<file path="src/rtl/com_scan_pkg.sv">
package com_scan_pkg;

  // Drive level codes: each common output selects one of four voltages
  typedef enum logic [1:0] {
    LVL_GND = 2'b00,
    LVL_V0  = 2'b01,
    LVL_V1  = 2'b10,
    LVL_V4  = 2'b11
  } drive_lvl_e;

  // Polarity-dependent level for one line.
  // enable low blanks to ground; frame picks the select/non-select pair.
  function automatic drive_lvl_e lvl_of(input logic sel, input logic frame,
                                        input logic enable);
    drive_lvl_e r;
    if (!enable)      r = LVL_GND;
    else if (!frame)  r = sel ? LVL_V0  : LVL_V4;
    else              r = sel ? LVL_GND : LVL_V1;
    return r;
  endfunction

  // Index of the stage a bit enters for a given direction
  function automatic int unsigned entry_index(input logic dir, input int unsigned n);
    return dir ? 0 : n - 1;
  endfunction

  // Index of the stage a bit leaves from for a given direction
  function automatic int unsigned exit_index(input logic dir, input int unsigned n);
    return dir ? n - 1 : 0;
  endfunction

endpackage

</file>
<file path="src/rtl/com_lp_edge.sv">
module com_lp_edge (
  input  logic clk,
  input  logic rst_n,
  input  logic lp,
  output logic fall
);

  logic lp_q;

  always_ff @(posedge clk or negedge rst_n) begin
    if (!rst_n) lp_q <= 1'b0;
    else        lp_q <= lp;
  end

  assign fall = lp_q & ~lp;

  // one detected fall per edge of the line pulse, never two in a row
  p_fall_single_r2: assert property (@(posedge clk) disable iff (!rst_n)
    fall |=> !fall);

endmodule

</file>
<file path="src/rtl/com_scan_chain.sv">
module com_scan_chain #(
  parameter int unsigned NUM_STAGES = 120
) (
  input  logic                  clk,
  input  logic                  rst_n,
  input  logic                  shift,
  input  logic                  clear,
  input  logic                  dir,
  input  logic                  din,
  output logic [NUM_STAGES-1:0] stage_q,
  output logic                  dout
);

  localparam int unsigned LAST = NUM_STAGES - 1;

  for (genvar i = 0; i < NUM_STAGES; i++) begin : g_stage
    logic from_low;   // value arriving when moving toward higher indices
    logic from_high;  // value arriving when moving toward lower indices
    logic nxt;

    if (i == 0) begin : g_first
      assign from_low = din;
    end else begin : g_mid_lo
      assign from_low = stage_q[i-1];
    end

    if (i == LAST) begin : g_last
      assign from_high = din;
    end else begin : g_mid_hi
      assign from_high = stage_q[i+1];
    end

    assign nxt = dir ? from_low : from_high;

    always_ff @(posedge clk or negedge rst_n) begin
      if (!rst_n)      stage_q[i] <= 1'b0;
      else if (clear)  stage_q[i] <= 1'b0;
      else if (shift)  stage_q[i] <= nxt;
    end
  end

  assign dout = dir ? stage_q[LAST] : stage_q[0];

  // without a shift or clear the chain holds
  p_hold_r2: assert property (@(posedge clk) disable iff (!rst_n)
    (!shift && !clear) |=> $stable(stage_q));

  // upward move takes din at stage 0 and the old neighbour at the top
  p_shift_up_r3: assert property (@(posedge clk) disable iff (!rst_n)
    (shift && !clear && dir) |=>
      (stage_q[0] == $past(din)) && (stage_q[LAST] == $past(stage_q[LAST-1])));

  // downward move takes din at the top stage and the old neighbour at 0
  p_shift_down_r4: assert property (@(posedge clk) disable iff (!rst_n)
    (shift && !clear && !dir) |=>
      (stage_q[LAST] == $past(din)) && (stage_q[0] == $past(stage_q[1])));

  // clearing empties every stage
  p_clear_r7: assert property (@(posedge clk) disable iff (!rst_n)
    clear |=> (stage_q == '0));

endmodule

</file>
<file path="src/rtl/com_level_map.sv">
module com_level_map
  import com_scan_pkg::*;
#(
  parameter int unsigned NUM_STAGES = 120
) (
  input  logic [NUM_STAGES-1:0]   sel,
  input  logic                    frame,
  input  logic                    enable,
  output logic [2*NUM_STAGES-1:0] lvl
);

  for (genvar i = 0; i < NUM_STAGES; i++) begin : g_line
    drive_lvl_e code;
    assign code           = lvl_of(sel[i], frame, enable);
    assign lvl[2*i +: 2]  = code;
  end

endmodule

</file>
<file path="src/rtl/com_scan_shifter.sv">
module com_scan_shifter #(
  parameter int unsigned NUM_STAGES = 120
) (
  input  logic                    clk,
  input  logic                    rst_n,
  input  logic                    lp,
  input  logic                    dir,
  input  logic                    disp_off_n,
  input  logic                    frame,
  input  logic                    din,
  output logic                    dout,
  output logic [2*NUM_STAGES-1:0] com_lvl
);

  logic                  lp_fall;
  logic                  shift_evt;
  logic                  clear_evt;
  logic [NUM_STAGES-1:0] stage_q;
  logic [NUM_STAGES-1:0] lvl_lo_bits;

  com_lp_edge i_edge (
    .clk  (clk),
    .rst_n(rst_n),
    .lp   (lp),
    .fall (lp_fall)
  );

  assign clear_evt = ~disp_off_n;
  assign shift_evt = lp_fall & disp_off_n;

  com_scan_chain #(.NUM_STAGES(NUM_STAGES)) i_chain (
    .clk    (clk),
    .rst_n  (rst_n),
    .shift  (shift_evt),
    .clear  (clear_evt),
    .dir    (dir),
    .din    (din),
    .stage_q(stage_q),
    .dout   (dout)
  );

  com_level_map #(.NUM_STAGES(NUM_STAGES)) i_map (
    .sel   (stage_q),
    .frame (frame),
    .enable(disp_off_n),
    .lvl   (com_lvl)
  );

  // Low bit of every line code, brought out for the polarity check
  for (genvar i = 0; i < NUM_STAGES; i++) begin : g_lo
    assign lvl_lo_bits[i] = com_lvl[2*i];
  end

  // display-off forces every line to ground
  p_blank_r6: assert property (@(posedge clk) disable iff (!rst_n)
    !disp_off_n |-> (com_lvl == '0));

  // frame 0 codes all have low bit 1, frame 1 codes all have low bit 0
  p_polarity_r8: assert property (@(posedge clk) disable iff (!rst_n)
    disp_off_n |-> (lvl_lo_bits == {NUM_STAGES{~frame}}));

  // the cycle after display-off release shows no selected line
  p_release_r7: assert property (@(posedge clk) disable iff (!rst_n)
    ($rose(disp_off_n) && frame) |-> (com_lvl == {NUM_STAGES{2'b10}}));

endmodule

</file>
<file path="config.mk">
export PLATFORM = sky130hd
export DESIGN_NAME = com_scan_shifter
export DESIGN_NICKNAME = d
export VERILOG_FILES = /design/src/rtl/com_scan_pkg.sv /design/src/rtl/com_lp_edge.sv /design/src/rtl/com_scan_chain.sv /design/src/rtl/com_level_map.sv /design/src/rtl/com_scan_shifter.sv
export SDC_FILE = /design/constraint.sdc
export NUM_CORES = 1
export LEC_CHECK = 0
export BUFFER_PORTS_ARGS = -buffer_cell sky130_fd_sc_hd__buf_2
export CAP_MARGIN = 40
export CORE_UTILIZATION = 35
export CTS_BUF_LIST = sky130_fd_sc_hd__clkbuf_16
export DETAILED_ROUTE_END_ITERATION = 10
export PLACE_DENSITY = 0.57
export SLEW_MARGIN = 30
export SYNTH_ARGS = -nofsm -noshare
export SYNTH_HDL_FRONTEND = slang
export SYNTH_HIERARCHICAL = 1
export SYNTH_SLANG_ARGS = --single-unit
</file>
<file path="constraint.sdc">
create_clock -name clk -period 8.4 [get_ports clk]
set_clock_uncertainty 0.1 [all_clocks]
set_input_delay 1.68 -clock clk [delete_from_list [all_inputs] [get_ports clk]]
set_output_delay 1.68 -clock clk [all_outputs]
set_load 0.1 [all_outputs]
</file>
# Yosys cells after proc, flatten, opt, wreduce, memory -nomap -nowiden
# Cells that the tools add are included.
# totals
reg_bits	121
inputBits	7
output_inout_bits	241
word_cells	966
# op_classes
eq_ne	1
muxes	841
n_bitwise	3
# op_table
cell	count
$mux 2	480
$mux 1	361
$and 1x1->1	2
$ne 2x1->1 const B	1
$not 1->1	1

# Logic depth before layout (Yosys ltp)
# Gate-level depths: netlist of the first run.
# depth
word_depth	5
mapped_depth	7
ltp_nobuf	4

# Modules after synthesis
# Netlist of the first run, hierarchy kept.
# by_module_without_submodules
mod	instances	cells_per_inst	area_per_inst_um2	seq_area_each_um2
com_scan_chain	1	655	6856.6	3002.9
com_level_map	1	253	1895.6	0.0
com_lp_edge	1	2	38.8	25.0
com_scan_shifter	1	2	10.0	0.0

# Worst setup path before layout of the first run
# OpenSTA, ideal clock, no wires.
# synth_path
kind	input to output
startpoint	input port disp_off_n
endpoint	output port com_lvl[100]
arrival_ns	5.093
required_time_ns	6.620
setup_slack_ns	1.527
stages	4
path_buffers	3
path_cell_list	buf_6 > buf_2 > and2b_1 > buf_4
# synth_via
elab_chain_len	1
# synth_lines
item	line	rtl
from (decl)	com_scan_shifter.sv:8	input logic disp_off_n,
$mux 2	com_scan_pkg.sv:16	if (!enable) r = LVL_GND;
to (decl)	com_scan_shifter.sv:12	output logic [2*NUM_STAGES-1:0] com_lvl
# Every way passes these cells.

# Worst setup path in the final report of the first run
# layout_path
startpoint	input port disp_off_n
endpoint	output port com_lvl[34]
# Same word-level chain as after synthesis.

==> results of run 1 <==
## cell usage after synthesis (all sizes together)
master  instances
inv             1
and2b          80
clkbuf         30
nor2b          42
and2            1
dfrtp         121
a211oi        120
mux2            1
mux2i         120
buf           276
nor2          120
## worst paths after layout
| path | startpoint | endpoint | depth (start not counted) |
|---|---|---|---|
| max in group asynchronous | rst_n | i_chain/g_stage[115].from_high | 3 |
| worst max register to register | i_edge/lp_q | i_chain/g_stage[49].from_high | 5 |
| min in group asynchronous | rst_n | i_chain/g_stage[95].from_high | 1 |
| worst min register to register | i_chain/g_stage[96].from_high | i_chain/g_stage[96].from_high | 2 |
| worst max-delay path | disp_off_n | com_lvl[34] | 4 |
| worst min-delay path | i_chain/g_stage[96].from_high | i_chain/g_stage[96].from_high | 2 |
## power by group through the flow
stage / Sequential (mW) / Combinational [mW] / Clock, mW
final: 0.644 / 0.771 / 0.773
after global routing: 0.648 / 0.801 / 0.824
after CTS: 0.644 / 0.777 / 0.796
after detailed placement: 0.654 / 0.776 / 0
after global placement: 0.654 / 0.769 / 0
after floorplan: 0.642 / 0.771 / 0
## sequential cells by signal (all words and copies together) (netlist names)
register and flops:
i_chain/g_stage.from_low 5, i_edge/lp_q 1, i_chain/g_stage.from_high 115
## metrics by stage
step / instances / hold slack [ns] / setup slack, ns / utilization (%)
4_1_cts: 1218 / 0.491 / 3.18 / 36.7
6_report: 1218 / 0.487 / 3.23 / 36.7
5_1_grt: 1218 / 0.509 / 3.03 / 36.7
3_5_place_dp: 1187 / 0.481 / 3.18 / 34.2
2_1_floorplan: 912 / 0.453 / 1.53 / -
3_3_place_gp: 1183 / 0.475 / 3.23 / 33.8
## cell type report
class	count	area (sq um)	area share, %
Clock buffer	17	425	4.74
Clock inverter	14	189	2.11
Inverter	1	6.26	0.0697
Multi-Input combinational cell	484	3520	39.2
Sequential cell	121	3030	33.7
Tap cell	324	405	4.52
Timing Repair Buffer	257	1400	15.6
## logic make-up (layout without fill, tap and decap cells)
group	after synthesis	after routing	synth area share, %
flops	121	121	34.4
compound gates	120	120	10.2
buf+inv	307	289	25.6
simple gates	243	243	15.9
mux	121	121	13.8
## metal layers
metal	track usage, %	share of wire, %	vias to the layer above	wire (um)
li1	-	-	2772	-
met1	18.0	47	2675	8290
met2	22.3	47	183	8300
met3	3.51	4.9	12	868
met4	3.64	0.90	0	159
met5	0	0	-	0
## worst register-to-register path, delay by kind of cell (launching register included)
kind / cells / cell delay (ns)
AO/OA/AOI/OAI: 1 / 0.28
buffers and inverters: 1 / 0.44
flip-flops: 1 / 0.32
AND/OR/NAND/NOR: 3 / 0.73
==> results.json, run 1 <==
{
  "track_usage_pct": 13.7,
  "finalPower_mw": 2.19,
  "sequentialPowerShare_pct": 29.4,
  "drive_above_1_share_pct": 33.9,
  "hold_class": "reg -> reg",
  "dr.pass1.iters": 6,
  "postRouteAntennaNets": 0,
  "routedWlPerCell_um": 14.5,
  "ios": 248,
  "ctsResizeCount": 0,
  "yosysTopAreaCellShare_pct": 34.4,
  "grt_antenna_before_repair": 0,
  "rsz0062_at_grt": "no",
  "yosysSeqAreaShare_pct": 34.4,
  "tns_ns": 0,
  "syn_inst": 912,
  "final_common_cell": "buf_2",
  "yosysTopAreaCell": "dfrtp_1",
  "num_vias": 5642,
  "num_antenna_cells": 0,
  "cpMaxStageDelayCell": "buf_4",
  "crit_path_frequent_cell": "buf_4",
  "place_congestion": 0.726,
  "arrival_ns": 3.39,
  "die-height_um": 161,
  "drv_slew": 0,
  "critPathCaptureType": "output port",
  "internal_power_mw": 1.21,
  "synth_area_sq_um": 8800,
  "worstPathCellList": "buf_4, and2b_2, buf_4, buf_2",
  "hpwlAfterDp_um": 11000,
  "grt_start_max_net_pins": 150,
  "cts-htree-levels": 4,
  "cts_tree": "yes",
  "relSlewSlack_pct": 47.2,
  "cts_hold_buf": 0,
  "post_dp_cell_area_sq_um": 8360,
  "path_buf_inv": 3,
  "ir_worst_vdd_mv": 0.102,
  "synthTopCellsByArea": "dfrtp_1 34%, buf_4 21%, mux2i_1 14%",
  "nets": 889,
  "required_ns": 6.62,
  "syn_area_per_cell_sq_um": 9.65,
  "power_frac_comb_pct": 35.2,
  "wirelength_um": 17600,
  "via_per_inst": 4.63,
  "clk_latency_ns": 0.42,
  "clkPwrFrac_pct": 35.3,
  "fill_cells": 2430,
  "cp-start-kind": "input port",
  "die_w_um": 161,
  "root_buffer": "clkbuf_16",
  "critPathKind": "in -> out",
  "setup_viol": 0,
  "grt_pass1_wl_um": 28500,
  "dieArea_sq_um": 25800,
  "sw_frac_of_total_pct": 44.9,
  "cts.path.max_buffers": 2,
  "cts_setup_buffers": 0,
  "mostFrequentLayoutCells": "244 x buf_2, 121 x dfrtp_1, 120 x mux2i_1, 120 x nor2_1, 120 x a211oi_1",
  "ys_seq_elements": 121,
  "grt_overflow": 0,
  "cts_sinks": 121,
  "cts_buffers": 17,
  "max-cap-violations": 0,
  "clk_pin_slew_ns": 0.07,
  "min_period_over_period_pct": 61.6,
  "crit_fanout": 120,
  "port_buffers": 247,
  "hold_violations": 0,
  "yosys.cell_types.count": 18,
  "status": "completed",
  "fmax_ghz": 0.193,
  "stdcell_area_sq_um": 8970,
  "syn2layout_area_growth_pct": 1.96,
  "fp.coreArea_sq_um": 24500,
  "rows": 57,
  "net-switching-power_uw": 982,
  "first_global_vias": 5172,
  "r2r_slack_ns": 6.42,
  "worst_slew_pin_slew_ns": 0.792,
  "p_leak_nw": 4.46,
  "min_period_ns": 5.17,
  "crit_family": "buffers and inverters",
  "drcViolationCount": 0,
  "syn_nets": 919,
  "p_per_area_nw_per_um2": 244,
  "slowest_delay_ns": 0.55,
  "start_util_pct": 36.0,
  "yosysWarnings": 6,
  "drt_iter0_markers": 237
}
No activity file was read; power rests on OpenSTA's default activity.
==> run 2, diff against run 1 <==
ABC_AREA = 1   (was default)
PLACE_DENSITY = 0.6   (was 0.57)
clock period = 4.4 ns   (was 8.4 ns; I/O delays follow)
==> results.json, run 2 <==
{
  "status": "completed",
  "yosysTopAreaCell": "dfrtp_1",
  "grt_start_max_net_pins": 121,
  "via_per_inst": 4.35,
  "synthSimpleGateAreaFrac_pct": 37.5,
  "cts_tree": "yes",
  "hold_violations": 0,
  "hold_class": "in -> async",
  "tns_ns": 0,
  "drt_iter0_markers": 436,
  "fill_cells": 2348,
  "die_w_um": 158,
  "mostFrequentLayoutCells": "724 x nand2_1, 128 x buf_12, 125 x buf_2",
  "rows": 56,
  "yosysSeqAreaShare_pct": 35.6,
  "first_global_vias": 5899,
  "cts_hold_buf": 0,
  "crit_fanout": 41,
  "arrival_ns": 2.20,
  "die-height_um": 158,
  "num_vias": 6901,
  "nets": 1263,
  "drive_above_1_share_pct": 23.5,
  "yosysTopAreaCellShare_pct": 35.6,
  "worstReg2RegStart": "i_edge/lp_q",
  "root_buffer": "clkbuf_16",
  "min_period_ns": 3.18,
  "clk_latency_ns": 0.41,
  "routedWlPerCell_um": 12.9,
  "async_reset_ff_share_pct": 100,
  "synth_xor_area_share_pct": 0,
  "cts.path.max_buffers": 2,
  "cts_sinks": 121,
  "ys_seq_elements": 121,
  "syn_area_per_cell_sq_um": 6.64,
  "ios": 248,
  "cts_setup_buffers": 0,
  "reg2reg_to": "i_chain/g_stage[35].from_high",
  "syn_inst": 1280,
  "drv_slew": 0,
  "placed_cells": 1556,
  "clk_pin_slew_ns": 0.06,
  "synth_edf_count": 0,
  "num_antenna_cells": 0,
  "setup_viol": 0,
  "port_buffers": 247,
  "critPathKind": "in -> out",
  "reg2reg_depth": 9,
  "ir_worst_vdd_mv": 0.201,
  "postRouteAntennaNets": 0,
  "ctsResizeCount": 0,
  "fmax_ghz": 0.314,
  "cp-start-kind": "input port",
  "grt_overflow": 0,
  "synth_ff_type": "dfrtp_1",
  "synth_compound_area_share_pct": 0,
  "yosys.cell_types.count": 11,
  "largest_reg_flops": 115,
  "fp.coreArea_sq_um": 23600,
  "place_congestion": 0.734,
  "max-cap-violations": 0,
  "required_ns": 3.42,
  "wirelength_um": 20600,
  "worst_slew_pin_slew_ns": 0.803,
  "yosysWarnings": 6,
  "syn_nets": 1287,
  "synth_top_family_by_area": "simple AND/OR/NAND/NOR gates",
  "r2r_slack_ns": 2.29,
  "relSlewSlack_pct": 46.4,
  "grt_antenna_before_repair": 0,
  "p_leak_nw": 5.97,
  "grt_pass1_wl_um": 31800,
  "yosysMostFrequentCell": "nand2_1",
  "final_common_cell": "nand2_1",
  "p_per_area_nw_per_um2": 382,
  "dieArea_sq_um": 24900,
  "synthTopCellsByArea": "dfrtp_1 36%, nand2_1 32%, buf_4 21%",
  "rsz0062_at_grt": "no",
  "hpwlAfterDp_um": 13100,
  "dr.pass1.iters": 5,
  "track_usage_pct": 16.1,
  "muxShareOfSynthArea_pct": 0,
  "synth_area_sq_um": 8500,
  "finalNonFillerCells": 1588,
  "cts_buffers": 17,
  "synth_fa_ha_area_share_pct": 0,
  "critPathCaptureType": "output port",
  "synth_common_cells": "724 x nand2_1, 242 x buf_4, 122 x nor2_1, 121 x dfrtp_1, 37 x buf_2",
  "start_util_pct": 36.0,
  "drcViolationCount": 0,
  "syn2layout_area_growth_pct": 24.7,
  "cts-htree-levels": 4,
  "min_period_over_period_pct": 72.4
}
run 2: cell types whose count changed after synthesis, moves of 18 or more:
cell	previous run	this run
nand2_1	0	724
a211oi_1	120	0
mux2i_1	120	0
and2b_1	80	0
nor2b_1	31	0
clkbuf_1	29	5
buf_6	1	21
buf_2	19	37
run 2: layout make-up:
cell class / instances / area [sq um] / share of cell area [%]
Multi-Input combinational cell: 848 / 3210 / 30.3
Tap cell: 319 / 399 / 3.77
Clock buffer: 17 / 425 / 4.01
Clock inverter: 15 / 230 / 2.17
Sequential cell: 121 / 3030 / 28.6
Timing Repair Buffer: 262 / 3280 / 30.9
Inverter: 6 / 27.5 / 0.260
run 2: cells by family (layout without fill, tap and decap cells):
family	after synthesis	after routing
buffers and inverters	311	300
flip-flops	121	121
AND/OR/NAND/NOR	848	848
run 2: how the worst max path moves through the flow:
stage | depth (start not counted) | endpoint | startpoint | slack [ns]
final | 5 | com_lvl[210] | disp_off_n | 1.22
after CTS | 5 | com_lvl[210] | disp_off_n | 1.18
after global placement | 5 | com_lvl[70] | disp_off_n | 1.24
after global routing | 5 | com_lvl[210] | disp_off_n | 1.12
after detailed placement | 5 | com_lvl[210] | disp_off_n | 1.18
after floorplan | 5 | com_lvl[100] | disp_off_n | 0.005
run 2: worst max-delay path, stage by stage:
cell,delay [ns]
buf_2,0.12
inv_4,0.16
nor2_4,0.33
buf_12,0.44
buf_12,0.23
run 2: per-stage QoR:
| step | hold slack, ns | total power [mW] | worst slack (ns) | util [%] | cell area, sq um |
|---|---|---|---|---|---|
| after detailed placement | 0.418 | 2.51 | 1.18 | 42.1 | 9940 |
| after global routing | 0.310 | 4.17 | 1.12 | 44.9 | 10600 |
| after floorplan | 0.393 | 2.21 | 0.00548 | - | 8510 |
| after global placement | 0.415 | 2.50 | 1.24 | 41.9 | 9890 |
| after CTS | 0.295 | 4.10 | 1.18 | 44.9 | 10600 |
| final | 0.293 | 4.05 | 1.22 | 44.9 | 10600 |
run 2: layer usage:
| metal | up-vias | global-route usage [%] | routed length [um] |
|---|---|---|---|
| met4 | 0 | 3.61 | 115 |
| met1 | 3205 | 21.4 | 9150 |
| met2 | 168 | 26.4 | 10400 |
| met3 | 9 | 3.89 | 849 |
| li1 | 3519 | - | - |
| met5 | - | 0 | 0 |
run 2: report_power, final:
group / internal [mW] / switching (mW) / total (mW)
logic: 0.288 / 1.07 / 1.36
registers: 1.11 / 0.000520 / 1.11
clock network: 1.05 / 0.517 / 1.57
==> run 3, diff against run 2 <==
ABC_AREA = 0   (was 1)
PLACE_DENSITY = 0.57   (was 0.6)
clock period = 3.3 ns   (was 4.4 ns; I/O delays follow)
==> results.json, run 3 (synthesized netlist as in run 1, its figures left out) <==
{
  "num_vias": 5811,
  "final_core_util_pct": 44.5,
  "status": "completed",
  "mostFrequentLayoutCells": "133 x buf_12, 121 x dfrtp_1",
  "sequentialPowerShare_pct": 28.3,
  "grt_antenna_before_repair": 0,
  "ir_worst_vdd_mv": 0.291,
  "place_ws_ns": 0.615,
  "drt_iter0_markers": 280,
  "hold_class": "in -> async",
  "critPathKind": "in -> out",
  "p_leak_nw": 4.98,
  "drv_slew": 0,
  "fill_cells": 2276,
  "hpwlAfterDp_um": 12300,
  "final_common_cell": "buf_12",
  "ios": 248,
  "p_per_area_nw_per_um2": 531,
  "die_w_um": 161,
  "worstReg2RegStart": "i_edge/lp_q",
  "cp-start-kind": "input port",
  "sw_frac_of_total_pct": 44.8,
  "ctsResizeCount": 0,
  "grt_start_max_net_pins": 121,
  "required_ns": 2.54,
  "grt_overflow": 0,
  "cts_tree": "yes",
  "port_buffers": 247,
  "start_util_pct": 36.0,
  "power_frac_comb_pct": 39.4,
  "first_global_vias": 5567,
  "hold_violations": 0,
  "root_buffer": "clkbuf_16",
  "critPathCaptureType": "output port",
  "clk_latency_ns": 0.42,
  "crit_fanout": 37,
  "setup_viol": 0,
  "worstPathCellList": "buf_2, and2b_4, buf_12, buf_12",
  "cts-htree-levels": 4,
  "min_period_ns": 2.67,
  "finalNonFillerCells": 1224,
  "crit_path_frequent_cell": "buf_12",
  "fp.coreArea_sq_um": 24500,
  "via_per_inst": 4.75,
  "reg2reg_depth": 5,
  "cts_sinks": 121,
  "syn2layout_area_growth_pct": 23.7,
  "cts_setup_buffers": 0,
  "cpMaxStageDelayCell": "and2b_4",
  "slowest_delay_ns": 0.46,
  "rows": 57,
  "fin_ws_ns": 0.627,
  "placed_cells": 1192,
  "relSlewSlack_pct": 31.2,
  "fmax_ghz": 0.374,
  "r2r_slack_ns": 1.52,
  "net-switching-power_mw": 2.59,
  "finalPower_mw": 5.78,
  "internal_power_mw": 3.19,
  "routedWlPerCell_um": 15.4,
  "cts.path.max_buffers": 2,
  "nets": 894,
  "postRouteAntennaNets": 0,
  "wirelength_um": 18800,
  "drcViolationCount": 0,
  "dr.pass1.iters": 4,
  "clkPwrFrac_pct": 32.3,
  "rsz0062_at_grt": "no",
  "largest_reg_flops": 115,
  "reg2reg_to": "i_chain/g_stage[32].from_high",
  "arrival_ns": 1.91,
  "num_antenna_cells": 0,
  "cts_hold_buf": 0,
  "die-height_um": 161,
  "dieArea_sq_um": 25800,
  "max-cap-violations": 0,
  "track_usage_pct": 15.0,
  "place_congestion": 0.712,
  "worst_slew_pin_slew_ns": 1.03,
  "clk_pin_slew_ns": 0.07,
  "min_period_over_period_pct": 81.0,
  "grt_pass1_wl_um": 31500,
  "drive_above_1_share_pct": 34.3,
  "tns_ns": 0,
  "cts_buffers": 17
}
-- run 3: cell type report --
| class | instances | area, sq um | share of cell area, % |
|---|---|---|---|
| clock buffers | 17 | 425 | 3.91 |
| clock inverters | 15 | 159 | 1.46 |
| inverters | 1 | 6.26 | 0.0575 |
| multi-input cells | 484 | 3520 | 32.4 |
| flip-flops and latches | 121 | 3030 | 27.8 |
| well taps | 324 | 405 | 3.73 |
| repair buffers | 262 | 3340 | 30.7 |
-- run 3: critical path: cells and delay by family --
| family | cells | cell delay, ns |
|---|---|---|
| buffers and inverters | 3 | 0.74 |
| AND/OR/NAND/NOR | 1 | 0.46 |
-- run 3: per-layer routing --
layer	wire (um)	up-vias	share of wire [%]	GRT usage [%]
met2	8930	163	47	23.1
li1	-	2794	-	-
met1	8720	2838	46	20.3
met3	941	16	5.0	3.80
met5	0	-	0	0
met4	223	0	1.2	5.02
-- run 3: metrics by stage --
step           hold slack [ns]  area, sq um
2_1_floorplan            0.264         8800
3_3_place_gp             0.472        10300
3_5_place_dp             0.478        10300
4_1_cts                 0.0971        10900
5_1_grt                  0.116        10900
6_report                0.0895        10900
-- run 3: worst max path at each step --
stage	startpoint	endpoint	slack, ns	cells past startpoint
2_1_floorplan	disp_off_n	com_lvl[100]	0.17	4
3_3_place_gp	frame	com_lvl[134]	0.62	4
3_5_place_dp	frame	com_lvl[134]	0.62	4
4_1_cts	frame	com_lvl[134]	0.61	4
5_1_grt	frame	com_lvl[30]	0.57	4
6_report	frame	com_lvl[134]	0.63	4
-- run 3: power groups by stage --
stage          combinational [mW]  sequential (mW)  clock, mW
2_1_floorplan                1.95             1.63          0
3_3_place_gp                 2.28             1.66          0
3_5_place_dp                 2.29             1.66          0
4_1_cts                      2.30             1.64       1.93
5_1_grt                      2.36             1.65       2.00
6_report                     2.28             1.64       1.87
